`src/rtl/pcseq_pkg.sv`:
```
package pcseq_pkg;
  localparam int PC_W     = 13;
  localparam int LIT_W    = 11;
  localparam int DATA_W   = 8;
  localparam int PAGE_W   = PC_W - DATA_W;
  localparam int PAGE_USE = PC_W - LIT_W;
  localparam int STK_DEPTH = 8;
  localparam logic [PC_W-1:0] IRQ_VECTOR = 13'h004;

  typedef logic [PC_W-1:0]   pc_t;
  typedef logic [PAGE_W-1:0] page_t;

  // one-hot selection after priority resolution
  typedef struct packed {
    logic vec;
    logic pop;
    logic call;
    logic jump;
    logic lo;
    logic inc;
  } sel_t;

  function automatic pc_t pc_inc(input pc_t pc);
    return pc + pc_t'(1);
  endfunction

  function automatic pc_t pc_branch(input page_t page, input logic [LIT_W-1:0] l);
    return {page[PAGE_W-1 -: PAGE_USE], l};
  endfunction

  function automatic pc_t pc_lo_load(input page_t page, input logic [DATA_W-1:0] d);
    return {page, d};
  endfunction
endpackage

```
`src/rtl/pcseq_ctrl.sv`:
```
module pcseq_ctrl
  import pcseq_pkg::*;
(
  input  logic step_en,
  input  logic goto_en,
  input  logic call_en,
  input  logic ret_en,
  input  logic irq_ack,
  input  logic lo_wr_en,
  output sel_t sel
);
  always_comb begin
    sel      = '0;
    sel.vec  = irq_ack;
    sel.pop  = !irq_ack && ret_en;
    sel.call = !irq_ack && !ret_en && call_en;
    sel.jump = !irq_ack && !ret_en && !call_en && goto_en;
    sel.lo   = !irq_ack && !ret_en && !call_en && !goto_en && lo_wr_en;
    sel.inc  = !irq_ack && !ret_en && !call_en && !goto_en && !lo_wr_en && step_en;
  end

  // resolved selection never carries two commands
  always_comb begin
    assert_sel_onehot_R10: assert ($onehot0(sel));
  end
endmodule

```
`src/rtl/pcseq_stack.sv`:
```
module pcseq_stack
  import pcseq_pkg::*;
#(
  parameter int DEPTH = STK_DEPTH,
  localparam int PTR_W = $clog2(DEPTH)
) (
  input  logic clk,
  input  logic rst_n,
  input  logic push,
  input  logic pop,
  input  pc_t  push_val,
  output pc_t  top_val
);
  pc_t              ring [DEPTH];
  logic [PTR_W-1:0] wr_ptr;
  logic [PTR_W-1:0] top_ptr;

  assign top_ptr = wr_ptr - PTR_W'(1);
  assign top_val = ring[top_ptr];

  always_ff @(posedge clk) begin
    if (!rst_n) begin
      wr_ptr <= '0;
      for (int i = 0; i < DEPTH; i++) ring[i] <= '0;
    end else if (push) begin
      ring[wr_ptr] <= push_val;
      wr_ptr       <= wr_ptr + PTR_W'(1);
    end else if (pop) begin
      wr_ptr <= top_ptr;
    end
  end

  // pointer walks the ring by one per push or pop, wrapping freely
  assert_push_ptr_R9: assert property (@(posedge clk) disable iff (!rst_n)
    push |=> wr_ptr == PTR_W'($past(wr_ptr) + 1'b1));
  assert_pop_ptr_R9: assert property (@(posedge clk) disable iff (!rst_n)
    (pop && !push) |=> wr_ptr == PTR_W'($past(wr_ptr) - 1'b1));
  // the value just pushed is the one a return would take
  assert_push_top_R4: assert property (@(posedge clk) disable iff (!rst_n)
    push |=> top_val == $past(push_val));
  assert_no_push_pop_R10: assert property (@(posedge clk) disable iff (!rst_n)
    !(push && pop));
endmodule

```
`src/rtl/prog_sequencer.sv`:
```
module prog_sequencer
  import pcseq_pkg::*;
(
  input  logic              clk,
  input  logic              rst_n,
  input  logic              step_en,
  input  logic              goto_en,
  input  logic              call_en,
  input  logic              ret_en,
  input  logic              irq_ack,
  input  logic              lo_wr_en,
  input  logic              page_wr_en,
  input  logic [DATA_W-1:0] wr_data,
  input  logic [LIT_W-1:0]  lit,
  output logic [PC_W-1:0]   fetch_addr,
  output logic [DATA_W-1:0] pc_lo
);
  pc_t   pc_q, pc_d;
  page_t page_q;
  sel_t  sel;
  pc_t   stk_top;
  pc_t   next_seq;
  pc_t   branch_tgt;
  pc_t   lo_tgt;
  logic  stk_push;
  logic  stk_pop;
  logic  any_cmd;

  pcseq_ctrl u_ctrl (
    .step_en  (step_en),
    .goto_en  (goto_en),
    .call_en  (call_en),
    .ret_en   (ret_en),
    .irq_ack  (irq_ack),
    .lo_wr_en (lo_wr_en),
    .sel      (sel)
  );

  assign next_seq   = pc_inc(pc_q);
  assign branch_tgt = pc_branch(page_q, lit);
  assign lo_tgt     = pc_lo_load(page_q, wr_data);
  assign stk_push   = sel.vec | sel.call;
  assign stk_pop    = sel.pop;
  assign any_cmd    = |sel;

  pcseq_stack #(.DEPTH(STK_DEPTH)) u_stack (
    .clk      (clk),
    .rst_n    (rst_n),
    .push     (stk_push),
    .pop      (stk_pop),
    .push_val (next_seq),
    .top_val  (stk_top)
  );

  always_comb begin
    unique case (1'b1)
      sel.vec:  pc_d = IRQ_VECTOR;
      sel.pop:  pc_d = stk_top;
      sel.call: pc_d = branch_tgt;
      sel.jump: pc_d = branch_tgt;
      sel.lo:   pc_d = lo_tgt;
      sel.inc:  pc_d = next_seq;
      default:  pc_d = pc_q;
    endcase
  end

  always_ff @(posedge clk) begin
    if (!rst_n) begin
      pc_q   <= '0;
      page_q <= '0;
    end else begin
      pc_q <= pc_d;
      if (page_wr_en) page_q <= wr_data[PAGE_W-1:0];
    end
  end

  assign fetch_addr = pc_q;
  assign pc_lo      = pc_q[DATA_W-1:0];

  assert_step_R2: assert property (@(posedge clk) disable iff (!rst_n)
    sel.inc |=> fetch_addr == pc_t'($past(fetch_addr) + 1'b1));
  assert_branch_low_R3: assert property (@(posedge clk) disable iff (!rst_n)
    (sel.jump || sel.call) |=> fetch_addr[LIT_W-1:0] == $past(lit));
  assert_vector_R6: assert property (@(posedge clk) disable iff (!rst_n)
    irq_ack |=> fetch_addr == IRQ_VECTOR);
  assert_lo_write_R7: assert property (@(posedge clk) disable iff (!rst_n)
    sel.lo |=> pc_lo == $past(wr_data));
  assert_idle_hold_R11: assert property (@(posedge clk) disable iff (!rst_n)
    !any_cmd |=> $stable(fetch_addr));
endmodule

```
`config.mk`:
```
export PLATFORM = sky130hd
export DESIGN_NAME = prog_sequencer
export DESIGN_NICKNAME = d
export VERILOG_FILES = /design/src/rtl/pcseq_pkg.sv /design/src/rtl/pcseq_ctrl.sv /design/src/rtl/pcseq_stack.sv /design/src/rtl/prog_sequencer.sv
export SDC_FILE = /design/constraint.sdc
export NUM_CORES = 1
export LEC_CHECK = 0
export BUFFER_PORTS_ARGS = -buffer_cell sky130_fd_sc_hd__buf_2
export CAP_MARGIN = 20
export CORE_ASPECT_RATIO = 0.7
export CORE_UTILIZATION = 40
export CTS_CLUSTER_SIZE = 10
export DETAILED_ROUTE_END_ITERATION = 10
export PLACE_DENSITY = 0.55
export SYNTH_ARGS = -nofsm -noshare
export SYNTH_HDL_FRONTEND = slang
export SYNTH_SLANG_ARGS = --single-unit
export TNS_END_PERCENT = 50
```
`constraint.sdc`:
```
create_clock -name clk -period 3.4 [get_ports clk]
set_clock_uncertainty 0.1 [all_clocks]
set_input_delay 0.68 -clock clk [delete_from_list [all_inputs] [get_ports clk]]
set_output_delay 0.68 -clock clk [all_outputs]
set_load 0.05 [all_outputs]
```
==> metrics, run 1 <==
Synth cell types 48; Num Clock Sinks 125; cell area after layout 7010 um2; gr ovfl total 0; HPWL after detailed placement 10.9 mm; class of the worst hold path flop to flop; CP endpoint kind flop; Peak VDD IR 0.294 mV; Final period util 75.2%; DRT Wirelength 15.4 mm; post-route ant nets 0; crit-path max FO 14; layout cells sized above 1 28.4%; Core Box Area 14100 um2; Setup CP Type flop to flop; Reg power frac 39.5%; Worst Setup Start Kind flop; hold-fix buffer count after cts 0; vias in the first global route 3821; Static Leak 2.50 nW; Routed WL per cell 21.3 um; most frequent cells in the layout 123 x nor2_1, 104 x edfxtp_1, 48 x buf_2; Max Cap Viol 0; R2R setup slack 0.84 ns; CTS tree yes; I/O pin count 49; Clock power frac 47.1%; Logic pwr share 13.4%; Slew Viols, Final 0; Post-synth EDFFs 104; WHS Path Cells 2; Synth warnings 0; Post-DP Area 6320 um2; mapped cell area 5870 um2; WP data required 3.43 ns; routed vias 4042; Slew @ Worst Pin 0.884 ns; first-pass detailed-route iteration total 5; effective utilization at floorplan 41.6%; Area Overhead vs Synth 19.4%; most area-hungry cell type in the Yosys netlist edfxtp_1; Mapped Cells 469; Die W 147 um; r2r worst-path depth 6; main flop type after synthesis edfxtp_1; # diodes 0; Tmin final 2.56 ns; final setup fails 0; FFs w/ async S/R, synth 0%; switching power 1.11 mW; syn_nets 500; H-tree depth 4; die extent in y 103 um; worst path arrival time 2.59 ns; Yosys top cell area share 53.2%; RSZ-0062 raised after global routing false; clock latency on the worst-skew pair 0.41 ns; die footprint 15200 um2; Avg Synthesized Cell Area 12.5 um2; GP Congestion 0.826; Resize count post-CTS 0; Max Root-Sink Buffers 2; first-pass GRT wire length 23.3 mm; Post-CTS Setup Bufs 0; Root Driver clkbuf_16; RR Endpoint u_stack.ring[5][10]$_SDFFCE_PN0P_; post-synthesis sequential area ratio 60.3%; WHS 0.406 ns; Crit Reg-Reg Startpoint fetch_addr[0]$_SDFFE_PN0P_; Final Hold Vio Count 0; clk slew on worst S/H paths 0.06 ns; initial antenna violation count 0; Yosys reg bits 125; Inserted Clock Buffers 17; Max Freq 391 MHz; IO buf count 48; Starting DRT DRC Count 398; gr usage total 21.5%; Setup TNS 0 ns; internal power 3.43 mW; largest net degree at the start of global routing 29; status finished, final reports clean; PD cells 647 nW/um2; DR DRC count 0; hold_sp page_q[1]$_SDFFE_PN0P_; most common cell after layout, fill and taps aside nor2_1; Nets 550; ranking of synthesized cells by area edfxtp_1 53%, mux4_2 10%, nor2_1 7.9%; Max transition margin 40.8%; worst hold endpoint page_q[1]$_SDFFE_PN0P_; switch share 24.5%; Final Total Pwr 4.54 mW; num rows 36; Via-to-Cell Ratio 5.60
kinds of logic (layout without fill, tap and decap cells):
kind of cell	after synthesis	in the layout	share of synthesized area [%]
flip-flops	125	125	60.3
AND/OR/NAND/NOR	190	190	14.3
AO/OA/AOI/OAI	56	56	7.05
buffers and inverters	49	112	4.22
adder cells (fa/ha/maj)	3	3	0.639
multiplexers	40	40	12.6
XOR/XNOR	6	6	0.895
how the worst max path moves through the flow:
| stage | endpoint | depth (start not counted) | from | slack (ns) |
|---|---|---|---|---|
| 4_1_cts | u_stack.ring[7][9]$_SDFFCE_PN0P_ | 4 | u_stack.wr_ptr[0]$_SDFFE_PN0P_ | 0.85 |
| 3_3_place_gp | u_stack.ring[6][6]$_SDFFCE_PN0P_ | 5 | ret_en | 0.78 |
| 3_5_place_dp | u_stack.ring[7][6]$_SDFFCE_PN0P_ | 5 | ret_en | 0.73 |
| 6_report | u_stack.ring[5][10]$_SDFFCE_PN0P_ | 6 | fetch_addr[0]$_SDFFE_PN0P_ | 0.84 |
| 2_1_floorplan | u_stack.ring[3][0]$_SDFFCE_PN0P_ | 6 | ret_en | 0.99 |
| 5_1_grt | u_stack.ring[5][10]$_SDFFCE_PN0P_ | 6 | fetch_addr[0]$_SDFFE_PN0P_ | 0.71 |
synth_stat cells, drive strengths merged, types with 7 or more instances:
cell type  number
nor2          124
edfxtp        104
mux4           26
clkbuf         25
nand2          23
dfxtp          21
buf            17
a31oi          11
o21ai          10
mux2            9
a222oi          8
inv             7
nor3            7
or3             7
sequential cells by signal (all words and copies together), names as in the netlist:
register        cells
u_stack.ring      104
fetch_addr         13
page_q              5
u_stack.wr_ptr      3
critical path, cell delays in order, from the launching register on:
cell     delay (ns)
dfxtp_1        0.31
buf_4          0.22
ha_1           0.25
nand3_1        0.34
o31a_1         0.39
nor2_1         0.58
nor2_1         0.09
cell type report:
class,count,area [um2]
timing repair buffer,73,428
inverter,7,26.3
sequential,125,3540
multi-input combinational,295,2080
clock inverter,14,267
fill,1233,7090
clock buffer,18,429
tap,190,238
stage by stage:
step	cells	setup WS, ns	utilization [%]
5_1_grt	722	0.705	49.7
6_report	722	0.844	49.7
4_1_cts	722	0.849	49.7
2_1_floorplan	469	0.993	-
3_3_place_gp	690	0.781	44.8
3_5_place_dp	690	0.732	44.8
power groups by stage:
stage / sequential [mW] / combinational (mW) / clock, mW
finish: 1.79 / 0.607 / 2.14
floorplan: 1.85 / 0.382 / 0
global placement: 1.82 / 0.603 / 0
detailed placement: 1.82 / 0.608 / 0
global route: 1.80 / 0.645 / 2.23
CTS: 1.79 / 0.610 / 2.16
metal layers:
layer / up-vias / global-route usage, % / wire [um]
li1: 1838 / - / -
met1: 2054 / 33.4 / 7640
met2: 134 / 30.1 / 6590
met3: 16 / 4.34 / 1010
met4: 0 / 6.49 / 165
met5: - / 0 / 0
Power figures use the tool's default switching activity.
==> run 2, diff against run 1 <==
==> constraint.sdc (replaced) <==
create_clock -name clk -period 2.5 [get_ports clk]
set_clock_uncertainty 0.1 [all_clocks]
set_input_delay 0.5 -clock clk [delete_from_list [all_inputs] [get_ports clk]]
set_output_delay 0.5 -clock clk [all_outputs]
set_load 0.05 [all_outputs]
==> metrics, run 2 (synthesized netlist as in run 1, its figures left out) <==
Root Driver clkbuf_16; class of the worst hold path primary input to flop; initial antenna violation count 0; gr ovfl total 0; Clock power frac 42.5%; Tmin final 2.14 ns; Worst Setup Start Kind flop; Final Hold Vio Count 0; Final period util 85.4%; GP Congestion 0.831; Slew Viols, Final 0; Die W 147 um; Max Root-Sink Buffers 2; hold-fix buffer count after cts 0; Largest Register u_stack.ring; largest net degree at the start of global routing 30; Resize count post-CTS 0; DRT Wirelength 15.3 mm; Nets 563; effective utilization at floorplan 41.6%; WP data required 2.65 ns; Num Clock Sinks 125; Routed WL per cell 20.8 um; IO buf count 48; Inserted Clock Buffers 17; RSZ-0062 raised after global routing false; Finished Core Util 50.4%; I/O pin count 49; final setup fails 0; internal power 4.30 mW; H-tree depth 4; DR DRC count 0; die footprint 15200 um2; Setup TNS 0 ns; switch share 25.2%; crit-path max FO 29; first-pass detailed-route iteration total 6; most common cell after layout, fill and taps aside nor2_1; CP endpoint kind flop; R2R setup slack 0.36 ns; PD cells 809 nW/um2; # diodes 0; most frequent cells in the layout 123 x nor2_1, 104 x edfxtp_1, 48 x buf_2; first-pass GRT wire length 23.5 mm; CTS tree yes; clk slew on worst S/H paths 0.06 ns; Reg power frac 42.4%; Max Freq 468 MHz; Largest register FFs 104; Max transition margin 36.3%; die extent in y 103 um; layout cells sized above 1 29.2%; Slew @ Worst Pin 0.949 ns; HPWL after detailed placement 10.7 mm; Starting DRT DRC Count 322; vias in the first global route 3954; clock latency on the worst-skew pair 0.41 ns; Via-to-Cell Ratio 5.51; Core Box Area 14100 um2; post-route ant nets 0; switching power 1.45 mW; Post-CTS Setup Bufs 0; gr usage total 21.6%; Static Leak 2.56 nW; Peak VDD IR 0.524 mV; worst path arrival time 2.29 ns; status finished, final reports clean; routed vias 4051; Logic pwr share 15.1%; Area Overhead vs Synth 21.0%; Max Cap Viol 0; num rows 36; Setup CP Type flop to flop
-- run 2: changes by cell type in the layout (fill, tap and decap cells not counted), sizes merged --
cell	delta
clkinvlp	-4
inv	+1
bufinv	-6
clkinv	-1
clkbuf	+10
buf	+13
-- run 2: final cells by class --
class,count,area (um2)
fillers,1244,6990
flip-flops and latches,125,3540
multi-input cells,295,2080
repair buffers,86,626
clock buffers,28,539
well taps,190,238
clock inverters,4,50.0
inverters,7,26.3
-- run 2: metrics by stage --
step,power (mW),instance area (um2),hold slack [ns],cells,worst slack [ns]
floorplan,3.03,5870,0.352,469,0.115
global placement,3.34,6520,0.378,703,0.285
detailed placement,3.36,6520,0.398,703,0.283
CTS,5.79,7100,0.238,735,0.355
global route,5.93,7100,0.249,735,0.269
finish,5.75,7100,0.244,735,0.365
-- run 2: final timing paths --
kind	start	endpoint	cells past startpoint
hold / removal	wr_data[4]	page_q[4]$_SDFFE_PN0P_	3
setup reg to reg	u_stack.wr_ptr[0]$_SDFFE_PN0P_	fetch_addr[1]$_SDFFE_PN0P_	7
hold reg to reg	page_q[0]$_SDFFE_PN0P_	page_q[0]$_SDFFE_PN0P_	2
setup / recovery	u_stack.wr_ptr[0]$_SDFFE_PN0P_	fetch_addr[1]$_SDFFE_PN0P_	7
-- run 2: power by group through the flow --
stage | clock (mW) | sequential [mW] | combinational [mW]
finish | 2.44 | 2.44 | 0.867
global route | 2.55 | 2.45 | 0.931
CTS | 2.47 | 2.44 | 0.881
detailed placement | 0 | 2.48 | 0.879
global placement | 0 | 2.47 | 0.872
floorplan | 0 | 2.51 | 0.520
-- run 2: layer usage --
metal	part of all wire (%)	track usage, %
met5	0	0
met4	1.3	7.37
met3	5.6	4.39
met2	44	32.0
met1	49	31.7
-- run 2: worst max-delay path: stages (launching register included) --
cell,delay [ns]
dfxtp_2,0.36
inv_1,0.09
ha_1,0.33
buf_12,0.22
mux4_2,0.32
mux2_2,0.31
nand2_1,0.15
a31oi_1,0.09
==> run 3, diff against run 2 <==
--- a/config.mk
+++ b/config.mk
@@ -5,6 +5,7 @@
 export SDC_FILE = /design/constraint.sdc
 export NUM_CORES = 1
 export LEC_CHECK = 0
+export ABC_AREA = 1
 export BUFFER_PORTS_ARGS = -buffer_cell sky130_fd_sc_hd__buf_2
 export CAP_MARGIN = 20
 export CORE_ASPECT_RATIO = 0.7
@@ -12,6 +13,8 @@
 export CTS_CLUSTER_SIZE = 10
 export DETAILED_ROUTE_END_ITERATION = 10
 export PLACE_DENSITY = 0.55
+export SKIP_CTS_REPAIR_TIMING = 1
+export SKIP_LAST_GASP = 1
 export SYNTH_ARGS = -nofsm -noshare
 export SYNTH_HDL_FRONTEND = slang
 export SYNTH_SLANG_ARGS = --single-unit
==> metrics, run 3 <==
status finished with violations; violated checks DRC; main flop type after synthesis edfxtp_1; Yosys top cell area share 49.3%; clk slew on worst S/H paths 0.06 ns; Slew @ Worst Pin 0.626 ns; Logic pwr share 16.6%; Yosys reg bits 125; most area-hungry cell type in the Yosys netlist edfxtp_1; final setup fails 0; Synth top cells by count 223 x nor2_1, 110 x nand2_1, 104 x edfxtp_1; Static Leak 3.09 nW; DR DRC count 2; post-route ant nets 0; Avg Synthesized Cell Area 8.59 um2; Inserted Clock Buffers 17; most frequent cells in the layout 223 x nor2_1, 110 x nand2_1, 104 x edfxtp_1; Largest Register u_stack.ring; RSZ-0062 raised after global routing false; cell area after layout 7460 um2; class of the worst hold path primary input to flop; ranking of synthesized cells by area edfxtp_1 49%, nor2_1 13%, dfxtp_1 6.6%; Slew Viols, Final 0; syn_nets 768; Max Cap Viol 0; Area Overhead vs Synth 17.9%; CTS tree yes; vias in the first global route 4822; WP data required 2.73 ns; Starting DRT DRC Count 467; DRT Wirelength 17.6 mm; # diodes 0; Core Box Area 15500 um2; num rows 38; Tmin final 2.07 ns; Max Root-Sink Buffers 2; Post-synth EDFFs 104; R2R setup slack 0.43 ns; Crit Reg-Reg Startpoint fetch_addr[1]$_SDFFE_PN0P_; die extent in y 107 um; initial antenna violation count 0; IO buf count 48; Mapped Cells 737; mapped cell area 6330 um2; Max Freq 483 MHz; Critical Path Sink fetch_addr[4]$_SDFFE_PN0P_; largest net degree at the start of global routing 56; crit-path max FO 9; setup ws final 0.429 ns; CP endpoint kind flop; Reg power frac 39.9%; gr usage total 22.7%; Routed WL per cell 17.5 um; effective utilization at floorplan 40.9%; most common cell after layout, fill and taps aside nor2_1; Setup CP Type flop to flop; die footprint 16300 um2; PD cells 821 nW/um2; Setup TNS 0 ns; Synth warnings 0; r2r worst-path depth 8; routed vias 5243; WHS 0.238 ns; most common cell in the synthesized netlist nor2_1; HPWL after detailed placement 12.4 mm; I/O pin count 49; Final period util 82.8%; clock latency on the worst-skew pair 0.42 ns; Nets 824; gr ovfl total 0; FFs w/ async S/R, synth 0%; GP Congestion 0.852; H-tree depth 4; Max transition margin 58.2%; crit path from fetch_addr[1]$_SDFFE_PN0P_; Synth cell types 30; Largest register FFs 104; Via-to-Cell Ratio 5.21; post-synthesis sequential area ratio 56.0%; Root Driver clkbuf_16; Peak VDD IR 0.349 mV; switch share 28.6%; switching power 1.76 mW; dpl ws 0.459 ns; Clock power frac 43.5%; Final Hold Vio Count 0; first-pass detailed-route iteration total 8; layout cells sized above 1 18.7%; RR Endpoint fetch_addr[4]$_SDFFE_PN0P_; internal power 4.37 mW; Num Clock Sinks 125; worst path arrival time 2.30 ns; Die W 152 um; Post-DP Area 6810 um2; first-pass GRT wire length 27.2 mm; Worst Setup Start Kind flop
==> run 3: critical path, cell delays in order, from the launching register on <==
cell	delay [ns]
dfxtp_1	0.46
ha_1	0.29
nand3_2	0.19
xor2_2	0.52
nor2_1	0.10
nor2_1	0.11
nand3_1	0.09
nand2_1	0.06
inv_1	0.04
==> run 3: cell families after synthesis <==
logic type / count (synthesis) / synth area share (%)
XOR/XNOR: 4 / 0.791
AND/OR/NAND/NOR: 428 / 28.3
AO/OA/AOI/OAI: 74 / 6.44
adder cells (fa/ha/maj): 3 / 0.593
buffers and inverters: 103 / 7.88
flip-flops: 125 / 56.0
==> run 3: metal layers <==
metal  vias up  GRT usage (%)  routed length, um
li1       2526              -                  -
met1      2534           33.6               8980
met2       151           32.9               7290
met3        32           3.90               1050
met4         0           8.89                254
met5         -              0                  0
==> run 3: power groups by stage <==
stage	Combinational, mW	Clock [mW]	Sequential [mW]
after floorplan	0.643	0	2.54
after global placement	1.00	0	2.49
after detailed placement	1.01	0	2.49
after CTS	1.02	2.69	2.44
after global routing	1.12	2.77	2.46
final	1.02	2.67	2.45
==> run 3: worst min path at each step <==
stage / from / endpoint / slack [ns] / cells past startpoint
finish: wr_data[2] / page_q[2]$_SDFFE_PN0P_ / 0.24 / 3
global route: wr_data[2] / page_q[2]$_SDFFE_PN0P_ / 0.25 / 3
CTS: wr_data[2] / page_q[2]$_SDFFE_PN0P_ / 0.23 / 3
detailed placement: page_q[1]$_SDFFE_PN0P_ / page_q[1]$_SDFFE_PN0P_ / 0.38 / 2
global placement: page_q[1]$_SDFFE_PN0P_ / page_q[1]$_SDFFE_PN0P_ / 0.38 / 2
floorplan: page_q[0]$_SDFFE_PN0P_ / page_q[0]$_SDFFE_PN0P_ / 0.36 / 2
==> run 3: cell type report <==
type | count | area [um2]
Clock buffer | 22 | 528
Clock inverter | 10 | 123
Fill cell | 1502 | 8040
Inverter | 57 | 214
Multi-Input combinational cell | 509 | 2290
Sequential cell | 125 | 3540
Tap cell | 200 | 250
Timing Repair Buffer | 83 | 515
==> run 3: per-stage QoR <==
step / power (mW) / util (%) / instances
after floorplan: 3.18 / - / 737
after global placement: 3.49 / 44.0 / 974
after detailed placement: 3.50 / 44.0 / 974
after CTS: 6.16 / 48.2 / 1006
after global routing: 6.35 / 48.2 / 1006
final: 6.13 / 48.2 / 1006
